[src/rtl/txh_pkg.sv]
package txh_pkg;
  typedef enum logic [1:0] {
    S_IDLE = 2'd0,
    S_HDR  = 2'd1,
    S_PAY  = 2'd2
  } seq_state_e;
endpackage

[src/rtl/txh_fifo.sv]
module txh_fifo #(
  parameter int W     = 33,
  parameter int DEPTH = 16
) (
  input  logic         clk,
  input  logic         rst_n,
  input  logic         clr,
  input  logic         wr_en,
  input  logic [W-1:0] wr_data,
  input  logic         rd_en,
  output logic [W-1:0] rd_data,
  output logic         empty,
  output logic         full
);
  localparam int AW = (DEPTH > 1) ? $clog2(DEPTH) : 1;

  logic [W-1:0] mem [DEPTH];
  logic [AW:0]  wr_ptr, rd_ptr;
  logic         do_wr, do_rd;

  assign empty   = (wr_ptr == rd_ptr);
  assign full    = (wr_ptr[AW] != rd_ptr[AW]) && (wr_ptr[AW-1:0] == rd_ptr[AW-1:0]);
  assign do_wr   = wr_en && !full && !clr;
  assign do_rd   = rd_en && !empty && !clr;
  assign rd_data = mem[rd_ptr[AW-1:0]];

  always_ff @(posedge clk) begin
    if (do_wr) mem[wr_ptr[AW-1:0]] <= wr_data;
  end

  always_ff @(posedge clk) begin
    if (!rst_n || clr) begin
      wr_ptr <= '0;
      rd_ptr <= '0;
    end else begin
      if (do_wr) wr_ptr <= wr_ptr + 1'b1;
      if (do_rd) rd_ptr <= rd_ptr + 1'b1;
    end
  end
endmodule

[src/rtl/txh_src_sel.sv]
module txh_src_sel #(
  parameter int DW = 32
) (
  input  logic          sel_dma,
  input  logic          clr,
  input  logic          fifo_full,
  input  logic          dma_valid,
  input  logic [DW-1:0] dma_data,
  input  logic          dma_last,
  output logic          dma_ready,
  input  logic          reg_wr_first,
  input  logic          reg_wr_update,
  input  logic [DW-1:0] reg_wdata,
  output logic          push,
  output logic [DW:0]   push_word
);
  logic room;
  assign room      = !fifo_full && !clr;
  assign dma_ready = sel_dma && room;

  always_comb begin
    push      = 1'b0;
    push_word = '0;
    if (sel_dma) begin
      push      = dma_valid && room;
      push_word = {dma_last, dma_data};
    end else begin
      push      = (reg_wr_first || reg_wr_update) && room;
      push_word = {reg_wr_update, reg_wdata};
    end
  end
endmodule

[src/rtl/txh_seq.sv]
module txh_seq
  import txh_pkg::*;
#(
  parameter int DW   = 32,
  parameter int NHDR = 4
) (
  input  logic             clk,
  input  logic             rst_n,
  input  logic             clr,
  input  logic             insert_mode,
  input  logic [NHDR*DW-1:0] hdr_regs,
  input  logic             fifo_empty,
  input  logic [DW-1:0]    head_data,
  input  logic             head_last,
  output logic             pop,
  output logic             out_valid,
  input  logic             out_ready,
  output logic [DW-1:0]    out_data,
  output logic             out_sop,
  output logic             out_eop
);
  localparam int IW = (NHDR > 1) ? $clog2(NHDR) : 1;
  localparam logic [IW-1:0] LAST_IDX = IW'(NHDR - 1);

  seq_state_e    st;
  logic [IW-1:0] idx;
  logic          ins_q;
  logic          first_q;
  logic [DW-1:0] hdr_lat [NHDR];

  always_comb begin
    out_valid = 1'b0;
    out_data  = '0;
    out_sop   = 1'b0;
    out_eop   = 1'b0;
    pop       = 1'b0;
    case (st)
      S_HDR: begin
        out_valid = 1'b1;
        out_data  = hdr_lat[idx];
        out_sop   = (idx == '0);
      end
      S_PAY: begin
        out_valid = !fifo_empty;
        out_data  = head_data;
        out_sop   = first_q && !ins_q;
        out_eop   = head_last;
        pop       = !fifo_empty && out_ready;
      end
      default: ;
    endcase
  end

  always_ff @(posedge clk) begin
    if (!rst_n) begin
      st      <= S_IDLE;
      idx     <= '0;
      ins_q   <= 1'b0;
      first_q <= 1'b0;
      for (int i = 0; i < NHDR; i++) hdr_lat[i] <= '0;
    end else if (clr) begin
      st      <= S_IDLE;
      idx     <= '0;
      first_q <= 1'b0;
    end else begin
      case (st)
        S_IDLE: begin
          if (!fifo_empty) begin
            ins_q   <= insert_mode;
            first_q <= 1'b1;
            idx     <= '0;
            for (int i = 0; i < NHDR; i++) hdr_lat[i] <= hdr_regs[i*DW +: DW];
            st      <= insert_mode ? S_HDR : S_PAY;
          end
        end
        S_HDR: begin
          if (out_ready) begin
            if (idx == LAST_IDX) st <= S_PAY;
            else idx <= idx + 1'b1;
          end
        end
        S_PAY: begin
          if (!fifo_empty && out_ready) begin
            first_q <= 1'b0;
            if (head_last) st <= S_IDLE;
          end
        end
        default: st <= S_IDLE;
      endcase
    end
  end
endmodule

[src/rtl/tx_hdr_inserter.sv]
module tx_hdr_inserter #(
  parameter int DW    = 32,
  parameter int NHDR  = 4,
  parameter int DEPTH = 16
) (
  input  logic               clk,
  input  logic               rst_n,
  input  logic               cfg_insert,
  input  logic               cfg_src_dma,
  input  logic               clr_req,
  output logic               clr_stat,
  input  logic [NHDR*DW-1:0] hdr_regs,
  input  logic               dma_valid,
  output logic               dma_ready,
  input  logic [DW-1:0]      dma_data,
  input  logic               dma_last,
  input  logic               reg_wr_first,
  input  logic               reg_wr_update,
  input  logic [DW-1:0]      reg_wdata,
  output logic               out_valid,
  input  logic               out_ready,
  output logic [DW-1:0]      out_data,
  output logic               out_sop,
  output logic               out_eop
);
  localparam int FW = DW + 1;

  logic          push, pop, f_empty, f_full;
  logic [FW-1:0] push_word, head_word;
  logic          clr_q;

  always_ff @(posedge clk) begin
    if (!rst_n) clr_q <= 1'b0;
    else        clr_q <= clr_req;
  end
  assign clr_stat = clr_q;

  txh_src_sel #(.DW(DW)) u_src (
    .sel_dma      (cfg_src_dma),
    .clr          (clr_req),
    .fifo_full    (f_full),
    .dma_valid    (dma_valid),
    .dma_data     (dma_data),
    .dma_last     (dma_last),
    .dma_ready    (dma_ready),
    .reg_wr_first (reg_wr_first),
    .reg_wr_update(reg_wr_update),
    .reg_wdata    (reg_wdata),
    .push         (push),
    .push_word    (push_word)
  );

  txh_fifo #(.W(FW), .DEPTH(DEPTH)) u_fifo (
    .clk    (clk),
    .rst_n  (rst_n),
    .clr    (clr_req),
    .wr_en  (push),
    .wr_data(push_word),
    .rd_en  (pop),
    .rd_data(head_word),
    .empty  (f_empty),
    .full   (f_full)
  );

  txh_seq #(.DW(DW), .NHDR(NHDR)) u_seq (
    .clk        (clk),
    .rst_n      (rst_n),
    .clr        (clr_req),
    .insert_mode(cfg_insert),
    .hdr_regs   (hdr_regs),
    .fifo_empty (f_empty),
    .head_data  (head_word[DW-1:0]),
    .head_last  (head_word[DW]),
    .pop        (pop),
    .out_valid  (out_valid),
    .out_ready  (out_ready),
    .out_data   (out_data),
    .out_sop    (out_sop),
    .out_eop    (out_eop)
  );
endmodule

[config.mk]
export PLATFORM = sky130hd
export DESIGN_NAME = tx_hdr_inserter
export DESIGN_NICKNAME = d
export VERILOG_FILES = /design/src/rtl/txh_pkg.sv /design/src/rtl/txh_fifo.sv /design/src/rtl/txh_src_sel.sv /design/src/rtl/txh_seq.sv /design/src/rtl/tx_hdr_inserter.sv
export SDC_FILE = /design/constraint.sdc
export NUM_CORES = 1
export LEC_CHECK = 0
export BUFFER_PORTS_ARGS = -buffer_cell sky130_fd_sc_hd__buf_4
export CAP_MARGIN = 40
export CORE_ASPECT_RATIO = 1.25
export CORE_MARGIN = 5
export CORE_UTILIZATION = 64
export DETAILED_ROUTE_END_ITERATION = 8
export HOLD_SLACK_MARGIN = 0.15
export PLACE_DENSITY = 0.85
export SYNTH_ARGS = -nofsm -noshare
export SYNTH_HDL_FRONTEND = slang
export SYNTH_SLANG_ARGS = --single-unit
export TNS_END_PERCENT = 1
[constraint.sdc]
create_clock -name clk -period 6.8 [get_ports clk]
set_clock_uncertainty 0.2 [all_clocks]
set_input_delay 0.34 -clock clk [delete_from_list [all_inputs] [get_ports clk]]
set_output_delay 0.34 -clock clk [all_outputs]
set_load 0.03 [all_outputs]
After elaboration in Yosys (flattened, before gate mapping)
Memories as Yosys holds them, arrays and structs flattened. A register that Yosys moved wholly into a read port is not among the register bits. Cells that the tools add are included. W data, S select, Z words.

Bitwise gates (word level): 7. Equality and inequality tests: 12. Multiplexer cells: 37. $add $sub $neg: 3. Reductions and logical operators: 27.

Operator list (count): $mux W32 (4); $pmux W32 S2 (1); $mux W33 (1); $mux W2 (11); $mux W1 (13); $logic_and A1 B1 Y1 (11); $add A5 B1 Y5 const B (2); $mux W4 (2); $ne A2 B2 Y1 const B (4); $pmux W1 S2 (3); $pmux W2 S3 (1); $reduce_and A3 Y1 (2); $eq A5 B5 Y1 (1); $logic_not A1 Y1 (5); $reduce_and A5 Y1 (1); $eq A2 B2 Y1 const B (2); $eq A4 B4 Y1 (1); $logic_not A2 Y1 (2); $ne A2 B1 Y1 const B (2); $or A1 B1 Y1 (4); $pmux W2 S2 (1); $reduce_and A4 Y1 (1); $reduce_bool A2 Y1 (2); $not A1 Y1 (3); other kinds (5) (6).

Register bits: 17. Memory bits (writable): 656. Memories: 2. Output and inout bits: 37. Input bits: 202. Word-level logic and storage cells: 95.

Memories: u_fifo.mem (depth 16, bits a word 33, read ports 1, clocked after Yosys merged registers in 1, write ports 1, RTL line txh_fifo.sv:17) `logic [W-1:0] mem [DEPTH];`; u_seq.hdr_lat (depth 4, bits a word 32, read ports 1, clocked after Yosys merged registers in 1, write ports 4, RTL line txh_seq.sv:29) `logic [DW-1:0] hdr_lat [NHDR];`.

Logic depth before layout (Yosys ltp)
Gate-level depths: netlist of run 1.

Depth after elaboration: 10. Depth in mapped cells: 8.

Hierarchy
Synthesis of run 1 repeated with hierarchy kept, for this count alone.

Cell total of the unflattened synthesis: 1315. Area total of the unflattened synthesis: 27732.8 um^2.

By module, submodules not included: txh_fifo (sequential area each 16135.5 um^2, instances 1, cells each 843, area an instance 20714.9 um^2); txh_seq (sequential area each 4003.8 um^2, instances 1, cells each 429, area an instance 6434.9 um^2); txh_src_sel (sequential area each 0.0 um^2, instances 1, cells each 41, area an instance 556.8 um^2); tx_hdr_inserter (sequential area each 20.0 um^2, instances 1, cells each 2, area an instance 26.3 um^2).

Least setup slack after synthesis of run 1
OpenSTA, ideal clock, no wires.

Path kind: register to register. Start: register u_fifo.wr_ptr[3]. End: memory u_seq.hdr_lat[0][0] (enable). Buffers on the path: 1. Arrival time: 3171 ps. Setup slack: 2312 ps. Required time: 5483 ps. Clock period less this slack: 4488 ps. Setup time: 1117 ps. Stages on the path, launching flop included: 7. Cells stage by stage: dfxtp_1 buf_4 xor2_1 nor4_4 a21oi_2 nand2_1 nand2_1.

RTL lines: start: declaration (RTL line txh_fifo.sv:18) `logic [AW:0] wr_ptr, rd_ptr;`; start signal: assignment (RTL line txh_fifo.sv:36) `if (do_wr) wr_ptr <= wr_ptr + 1'b1;`; end: declaration (RTL line txh_seq.sv:29).

==> qor.yml, run 1 <==
wl_met3_um: 9963
cts_resized: 0
finalSetupViolCount: 0
syn_area_mm2: 0.02791
maxSlewViolCount: 0
top_signal_layer_used: "met5"
grt_max_degree: 133
nets: 1992
pin_count: 239
required_ns: 6.26
insertion_delay_ns: 0.61
cts.htree.levels: 2
synth_compound_area_frac: 0.008608
synth_area_leader_cell: "edfxtp_1"
drt-met1-wl_um: 27090
clock.fmax_ghz: 0.2405
synth-main-ff-cell: "edfxtp_1"
grtUsageTotal: 0.3421
rsz0062_at_grt: "no"
finalSetupTns_ns: 0
synth-simple-area-share: 0.05860
combPwrFrac: 0.058
holdBufCountCts: 181
hp-class: "in2reg"
max_stage_delay_ns: 0.76
p_int_w: 0.006647
die_y_um: 243.5
layout-drive-gt1-share: 0.2845
stdcell_area_mm2: 0.03399
grt_pass1_wl_um: 119100
critPathKind: "reg2out"
row_count: 85
critPathCaptureType: "output pin"
period_needed_ns: 4.157
wl_per_cell_um: 34.25
synthXorXnorAreaFrac: 0.003452
period_share: 0.6114
worstPathCellList: "buf_4 > mux4_2 > mux4_2 > nand3_1 > nand2_1 > buf_4"
clock-sinks: 679
synth_cell_types: 45
slew_headroom: 0.3182
postCtsSetupRepairBufs: 0
core_area_mm2: 0.04307
synthArstFlopShare: 0
synth_common_cells: "edfxtp_1, and2_1, mux4_2"
critPathArrivalTime_ns: 3.62
start_util: 0.6479
synth_edf_count: 656
p_seq_frac: 0.556
clk_pin_slew_ns: 0.08
via_per_inst: 7.033
io_buffers: 238
clkPwrFrac: 0.386
fillers: 1770
drtIter0Drc: 2355
synth_mux_area_frac: 0.1831
grt_antenna_before_repair: 4
max_cap_violations: 0
synth_nets: 1570
synth-seq-cells: 679
synth_top_family_by_area: "multiplexers"
cp_max_fo: 60
wl_met2_um: 40910
synth.avg_cell_area_um2: 20.55
grt_pass1_vias: 17160
powerDensity_mw_per_mm2: 248.9
yosysMostFrequentCell: "edfxtp_1"
hpwl_um: 39260
ant_nets: 0
hold_viol: 0
yosysWarnings: 0
ff2ff_setup_slack_ns: 3.01
status: "complete, no violations"
ir_worst_vdd_mv: 0.1733
cp_slowest_cell: "buf_4"
ys_seq_area_frac: 0.7223
netSwitchingFraction: 0.2143
clock_path_buffers: 3
netSwitchingPower_w: 0.001813
cts_tree: "done"
place.gp.congestion: 0.8297
die_x_um: 196.8
tightestPinTransition_ns: 1.023
areaGrowthSynthToFinish_pct: 21.80
postSynthCellCount: 1358
synth-adder-area-share: 0.004483
drtPass1Iterations: 6
overflow: 0
drc: 0
num_vias: 16840
critPathLaunchType: "flop"
cts_made_buffers: 60
root_buffer: "clkbuf_16"
p_leak_nw: 11.70
synth_top_area_share: 0.7059
die-area_mm2: 0.04791
dpl_cell_area_mm2: 0.03035
yosys-top-cells-area: "edfxtp_1, mux4_2, mux4_1, and2_1, dfxtp_1"
drt_wl_total_um: 82030
layout make-up:
class                      instances  area, µm²  share of cell area
sequential                       679      20170              0.5934
multi-input combinational        581       7249              0.2133
tap                              565      706.9             0.02080
clock buffer                      82       1625             0.04781
inverter                          12      45.04            0.001325
clock inverter                    28      188.9            0.005558
timing repair buffer             446       4001              0.1177
antenna                            2      5.005           0.0001472
logic make-up (layout without fill, tap and decap cells):
kind of cell    Yosys count  after routing
fa+ha+maj                10             10
flops                   679            679
mux                     232            232
simple gates            295            295
compound gates           33             33
buf+inv                  98            568
other cells               0              2
xor+xnor                 11             11
per-stage QoR:
step	power, W	hold slack [ns]	utilization	worst slack (ns)	cells
after floorplan	0.004957	0.2575	-	2.312	1358
after global placement	0.005112	0.2801	0.6981	3.022	2088
after detailed placement	0.005139	0.2959	0.7047	3.363	2101
after CTS	0.008386	0.1526	0.7889	2.693	2392
after global routing	0.008680	0.1828	0.7891	2.580	2394
final	0.008460	0.1598	0.7892	2.643	2395
final timing paths:
check                              startpoint            endpoint  depth (start not counted)
worst min-delay path            reg_wdata[13]  u_fifo.mem[13][13]                          2
worst max register to register           flop         u_seq.st[1]                          7
worst min register to register  u_seq.first_q       u_seq.first_q                          2
worst max-delay path                     flop        out_data[10]                          6
cell usage in the layout (no fill, tap or decap), drive strengths merged, types with 7 or more instances in the layout:
cell,instances
a21oi,7
and2,131
and3,16
buf,265
clkbuf,82
clkinv,22
dfxtp,23
dlygate4sd3,181
edfxtp,656
ha,10
inv,14
mux2,33
mux4,196
nand2,38
nand3,70
nor2,19
flip-flops by register name, indices dropped and copies added (netlist names), named ones only:
name / count
u_seq.st: 2
u_fifo.mem: 528
u_seq.first_q: 1
u_fifo.wr_ptr: 5
u_seq.ins_q: 1
u_fifo.rd_ptr: 5
u_seq.hdr_lat: 128
u_seq.idx: 2
clr_stat: 1
metal layers:
metal,vias up,GRT usage
met5,-,0
met4,6,0.1299
met3,323,0.08249
met2,1714,0.5651
met1,8372,0.4497
li1,6429,-
worst max-delay path, delay by kind of cell (launching register included):
| family | cells | cell delay (ns) |
|---|---|---|
| mux | 2 | 1.03 |
| simple gates | 2 | 0.24 |
| flops | 1 | 0.70 |
| buf+inv | 2 | 0.94 |
power by group through the flow:
stage	registers (W)	logic [W]	clock network (W)
3_3_place_gp	0.00478	0.000334	0
5_1_grt	0.00470	0.000511	0.00346
6_report	0.00471	0.000491	0.00326
2_1_floorplan	0.00478	0.000177	0
4_1_cts	0.00470	0.000462	0.00323
3_5_place_dp	0.00478	0.000355	0
(Power assumes the default switching activity.)
==> run 2, diff against run 1 <==
--- a/config.mk
+++ b/config.mk
@@ -9,10 +9,10 @@
 export CAP_MARGIN = 40
 export CORE_ASPECT_RATIO = 1.25
 export CORE_MARGIN = 5
-export CORE_UTILIZATION = 64
+export CORE_UTILIZATION = 54
 export DETAILED_ROUTE_END_ITERATION = 8
 export HOLD_SLACK_MARGIN = 0.15
-export PLACE_DENSITY = 0.85
+export PLACE_DENSITY = 0.76
 export SYNTH_ARGS = -nofsm -noshare
 export SYNTH_HDL_FRONTEND = slang
 export SYNTH_SLANG_ARGS = --single-unit
==> constraint.sdc (replaced) <==
create_clock -name clk -period 3.55 [get_ports clk]
set_clock_uncertainty 0.2 [all_clocks]
set_input_delay 0.1775 -clock clk [delete_from_list [all_inputs] [get_ports clk]]
set_output_delay 0.1775 -clock clk [all_outputs]
set_load 0.03 [all_outputs]
==> qor.yml, run 2 (synthesis results as in run 1) <==
pin_count: 239  # unchanged
p_leak_nw: 11.87  # +1.5%
num_vias: 15180  # -9.9%
ff2ff_setup_slack_ns: 0.56  # -2.45 ns
finalSetupViolCount: 0  # unchanged
mostFrequentLayoutCells: "edfxtp_1, buf_4, dlygate4sd3_1"
clock-sinks: 679  # unchanged
drt_wl_total_um: 67970  # -17%
n_antenna_cell: 0  # -2
dpl_cell_area_mm2: 0.03053  # +0.59%
grt_max_degree: 129  # -3.0%
root_buffer: "clkbuf_16"
slew_headroom: 0.4669  # +0.1487
clk_pin_slew_ns: 0.06  # -0.02 ns
r2r_end: "u_seq.st[0]"
final_common_cell: "edfxtp_1"
start_util: 0.5439  # -0.1041
powerDensity_mw_per_mm2: 465.1  # +87%
ir_worst_vdd_mv: 0.3980  # +130%
p_seq_frac: 0.562  # +0.006
hold_viol: 0  # unchanged
critPathKind: "reg2out"
cts_made_buffers: 60  # unchanged
hpwl_um: 36930  # -5.9%
row_count: 93  # +9.4%
max_cap_violations: 0  # unchanged
nets: 2028  # +1.8%
wl_per_cell_um: 26.84  # -22%
drtPass1Iterations: 5  # -1
netSwitchingPower_w: 0.003281  # +81%
grt_antenna_before_repair: 0  # -4
netSwitchingFraction: 0.2050  # -0.009352
worstRegToRegCells: 7  # unchanged
drc: 0  # unchanged
postCtsSetupRepairBufs: 0  # unchanged
rsz0062_at_grt: "no"
grtUsageTotal: 0.2390  # -0.1031
status: "complete, no violations"
fillers: 3049  # +72%
maxSlewViolCount: 0  # unchanged
die_x_um: 213.3  # +8.4%
cts.htree.levels: 2  # unchanged
grt_pass1_wl_um: 100300  # -16%
ant_nets: 0  # unchanged
critPathLaunchType: "flop"
p_int_w: 0.01273  # +91%
die-area_mm2: 0.05636  # +18%
cts_tree: "done"
drtIter0Drc: 1829  # -22%
holdBufCountCts: 204  # +13%
cp_max_fo: 14  # -77%
stdcell_area_mm2: 0.03442  # +1.3%
clock.fmax_ghz: 0.2931
required_ns: 3.17  # -3.09 ns
overflow: 0  # unchanged
clkPwrFrac: 0.382  # -0.004
hp-class: "in2reg"
die_y_um: 264.2  # +8.5%
cts_resized: 0  # unchanged
insertion_delay_ns: 0.60  # about the same
place.gp.congestion: 0.8002  # -3.6%
core_area_mm2: 0.05132  # +19%
grt_pass1_vias: 15780  # -8.1%
layout-drive-gt1-share: 0.2871  # +0.002628
combPwrFrac: 0.056  # -0.002
tightestPinTransition_ns: 0.7997  # -0.2231 ns
period_share: 0.9610
via_per_inst: 5.994  # -15%
largest_reg_flops: 528  # unchanged
critPathCaptureType: "output pin"
clock_path_buffers: 3  # unchanged
areaGrowthSynthToFinish_pct: 23.33
critPathArrivalTime_ns: 3.03  # -0.59 ns
period_needed_ns: 3.412
total_power_w: 0.01601  # +89%
io_buffers: 238  # unchanged
setup.worst_path.end: "out_data[28]"
-- run 2: changes by cell type in the layout (fill, tap and decap cells not counted), moves of 2 or more --
cell	before	now
dlygate4sd3_1	181	204
clkinv_8	0	3
clkbuf_1	19	9
diode_2	2	0
clkinv_1	14	24
buf_16	5	0
buf_4	252	266
inv_6	2	0
clkbuf_8	2	0
buf_12	8	12
clkinv_2	7	12
-- run 2: routing by layer --
layer	vias up	share of wire	global-route usage
met5	-	0	0
met4	0	0.025	0.06396
met3	121	0.072	0.03623
met2	775	0.52	0.4144
met1	7780	0.38	0.3194
li1	6501	-	-
-- run 2: worst max-delay path: stages, from the launching register on --
cell     delay, ns
dfxtp_4       0.51
buf_4         0.35
mux4_1        0.60
mux4_2        0.54
nand3_1       0.15
nand2_1       0.09
buf_4         0.18
-- run 2: power groups by stage --
| stage | logic (W) | clock network, W | registers, W |
|---|---|---|---|
| 4_1_cts | 0.000886 | 0.00619 | 0.00899 |
| 2_1_floorplan | 0.000339 | 0 | 0.00915 |
| 6_report | 0.000896 | 0.00612 | 0.00899 |
| 3_3_place_gp | 0.000658 | 0 | 0.00915 |
| 3_5_place_dp | 0.000681 | 0 | 0.00916 |
| 5_1_grt | 0.000952 | 0.00656 | 0.00899 |
-- run 2: per-stage QoR --
stage,TNS (ns),std cells,utilization,hold slack (ns),worst slack [ns]
2_1_floorplan,-21.33,1358,-,0.09503,-0.6463
3_3_place_gp,0,2214,0.5949,0.2530,0.3101
3_5_place_dp,0,2215,0.5950,0.2594,0.6553
4_1_cts,0,2532,0.6707,0.1728,0.1115
5_1_grt,0,2532,0.6707,0.1884,0.04265
6_report,0,2532,0.6707,0.2041,0.1383
-- run 2: how the worst min path moves through the flow --
stage,slack [ns],cells past startpoint,startpoint,to
final,0.20,3,hdr_regs[41],u_seq.hdr_lat[1][9]
after global routing,0.19,3,hdr_regs[41],u_seq.hdr_lat[1][9]
after CTS,0.17,3,hdr_regs[108],u_seq.hdr_lat[3][12]
after detailed placement,0.26,2,hdr_regs[41],u_seq.hdr_lat[1][9]
after global placement,0.25,2,rst_n,u_seq.ins_q
after floorplan,0.1,1,rst_n,u_seq.ins_q
-- run 2: area by class of cell --
class / count / area (µm²) / share of cell area
clock buffer: 69 / 1535 / 0.04460
clock inverter: 44 / 307.8 / 0.008943
inverter: 12 / 45.04 / 0.001309
multi-input combinational: 581 / 7249 / 0.2106
sequential: 679 / 20170 / 0.5860
tap: 665 / 832.0 / 0.02417
timing repair buffer: 482 / 4279 / 0.1243
==> run 3, diff against run 2 <==
--- a/config.mk
+++ b/config.mk
@@ -13,6 +13,7 @@
 export DETAILED_ROUTE_END_ITERATION = 8
 export HOLD_SLACK_MARGIN = 0.15
 export PLACE_DENSITY = 0.76
+export RECOVER_POWER = 25
 export SYNTH_ARGS = -nofsm -noshare
 export SYNTH_HDL_FRONTEND = slang
 export SYNTH_SLANG_ARGS = --single-unit
==> constraint.sdc (replaced) <==
create_clock -name clk -period 3.55 [get_ports clk]
set_clock_uncertainty 0.2 [all_clocks]
set_input_delay 1.065 -clock clk [delete_from_list [all_inputs] [get_ports clk]]
set_output_delay 1.065 -clock clk [all_outputs]
set_load 0.03 [all_outputs]
==> qor.yml, run 3 (synthesis results as in run 1) <==
status: "complete, but fails checks"
violations: "setup timing"
maxSlewViolCount: 0  # unchanged
row_count: 93  # unchanged
hp-class: "reg2reg"
critPathKind: "reg2out"
largest_reg_flops: 528  # unchanged
place.gp.congestion: 0.7958  # -0.55%
drc: 0  # unchanged
clk_pin_slew_ns: 0.07  # about the same
crit_buf_inv: 5  # +3
core_area_mm2: 0.05132  # unchanged
areaGrowthSynthToFinish_pct: 20.04
overflow: 0  # unchanged
wl_per_cell_um: 28.40  # +5.8%
critPathArrivalTime_ns: 2.85  # -0.18 ns
reg2reg_from: "u_fifo.wr_ptr[2]"
cp_max_fo: 5  # -9
die-area_mm2: 0.05636  # unchanged
r2r_end: "u_fifo.mem[2][7]"
setup.worst_path.end: "out_data[15]"
period_share: 1.158  # +0.1973
cts.htree.levels: 2  # unchanged
clock-sinks: 679  # unchanged
cts_made_buffers: 59  # -1.7%
critPathCaptureType: "output pin"
finalSetupViolCount: 34  # +34
insertion_delay_ns: 0.60  # about the same
critPathLaunchType: "flop"
tightestPinTransition_ns: 0.9673  # +0.1676 ns
drt_wl_total_um: 67610  # -0.53%
ff2ff_setup_slack_ns: 0.39  # -0.17 ns
max_cap_violations: 0  # unchanged
drtIter0Drc: 1958  # +7.1%
powerDensity_mw_per_mm2: 485.5  # +4.4%
num_vias: 14600  # -3.8%
holdBufCountCts: 0  # -100%
path_depth: 9  # +3
mostFrequentLayoutCells: "edfxtp_1, buf_4, mux4_2"
grt_max_degree: 129  # unchanged
finalSetupTns_ns: -15.50  # -15.50 ns
start_util: 0.5439  # unchanged
ir_worst_vdd_mv: 0.3509  # -12%
required_ns: 2.28  # -0.89 ns
io_buffers: 238  # unchanged
die_y_um: 264.2  # unchanged
via_per_inst: 6.131  # +2.3%
max_stage_delay_ns: 0.54  # -0.06 ns
slew_headroom: 0.3551  # -0.1118
period_needed_ns: 4.112  # +0.7004 ns
clock_path_buffers: 3  # unchanged
worstRegToRegCells: 7  # unchanged
grtUsageTotal: 0.2345  # -0.004488
root_buffer: "clkbuf_16"
drtPass1Iterations: 5  # unchanged
total_power_w: 0.01626  # +1.6%
p_leak_nw: 11.33  # -4.5%
cp_slowest_cell: "mux4_2"
grt_pass1_vias: 15090  # -4.3%
grt_antenna_before_repair: 0  # unchanged
nets: 1879  # -7.3%
ant_nets: 0  # unchanged
worstPathCellList: "buf_6 > buf_12 > buf_16 > buf_6 > mux4_2 > mux4_2 > nand3_2 > nand2_2 > buf_6"
final_common_cell: "edfxtp_1"
rsz0062_at_grt: "yes"
clock.fmax_ghz: 0.2432  # -17%
hold_viol: 0  # unchanged
n_antenna_cell: 0  # unchanged
grt_pass1_wl_um: 97890  # -2.4%
crit_path_frequent_cell: "buf_6"
layout-drive-gt1-share: 0.3834  # +0.09636
pin_count: 239  # unchanged
hpwl_um: 38900  # +5.3%
final_util: 0.6528  # -0.01792
die_x_um: 213.3  # unchanged
postLayoutSetupSlackWorst_ns: -0.5620  # -0.7004 ns
critPathTopFamily: "multiplexers"
cts_tree: "done"
==> run 3: changes by cell type in the layout (fill, tap and decap cells not counted), moves of 7 or more <==
cell           change
mux2_1            +23
buf_12            +22
nand2_2           +16
nand3_1           -19
buf_4             -16
dlygate4sd3_1    -204
buf_6             +33
clkinv_1          -15
mux4_1            -48
buf_16             +7
mux2_2            -23
mux4_2            +48
nand3_2           +19
nand2_1           -16
==> run 3: worst min-delay path by stage <==
stage | start | to | cells past startpoint
5_1_grt | u_fifo.wr_ptr[4] | u_fifo.wr_ptr[4] | 2
3_5_place_dp | u_seq.first_q | u_seq.first_q | 2
2_1_floorplan | u_fifo.wr_ptr[4] | u_fifo.wr_ptr[4] | 2
6_report | u_seq.idx[1] | flop | 2
4_1_cts | u_seq.idx[1] | flop | 2
3_3_place_gp | u_seq.first_q | u_seq.first_q | 2
==> run 3: cell type report <==
class | instances | area (µm²)
Tap cell | 665 | 832.0
Multi-Input combinational cell | 581 | 7199
Fill cell | 3231 | 17820
Timing Repair Buffer | 334 | 3268
Sequential cell | 679 | 20170
Clock buffer | 72 | 1545
Clock inverter | 38 | 439.2
Inverter | 12 | 45.04
==> run 3: routing by layer <==
metal  global-route usage  vias up  wire length (µm)
li1                     -     6145                 -
met1               0.3205     7510             25930
met2               0.3940      844             34490
met3              0.04478       99              5667
met4              0.06018        0              1523
met5                    0        -                 0
==> run 3: worst reg2reg max path, cell delays in order (launching register included) <==
cell and delay, ns:
dfxtp_1 0.57, xor2_1 0.20, nor4_1 0.08, clkbuf_1 0.30, a21oi_1 0.23, clkbuf_1 0.50
and3_2 0.54, buf_12 0.23
==> run 3: power breakdown <==
part           internal, W  total (W)  switching, W  leakage [nW]
clock network      0.00371    0.00656       0.00286         0.955
logic             0.000304   0.000713      0.000409          4.10
registers          0.00895    0.00899     0.0000377          6.28
==> run 3: what timing repair did <==
action / 4_1_cts / 5_1_grt
setup endpoints to repair: 34 / 33
pin swaps: 8 / 7
setup buffers: 19 / 0
hold endpoints to repair: 0 / 0
gates cloned: 4 / 4
resized for setup: 77 / 55
==> run 3: metrics by stage <==
stage | setup slack, ns | std cells | hold slack, ns | cell area [µm²]
6_report | -0.5620 | 2381 | 0.3106 | 33500
5_1_grt | -0.6097 | 2381 | 0.3449 | 33500
4_1_cts | -0.5554 | 2378 | 0.3147 | 33390
3_5_place_dp | 0.04167 | 2245 | 0.2991 | 31000
3_3_place_gp | 0.07621 | 2245 | 0.2915 | 31000
2_1_floorplan | -0.4820 | 1358 | 0.2629 | 27920
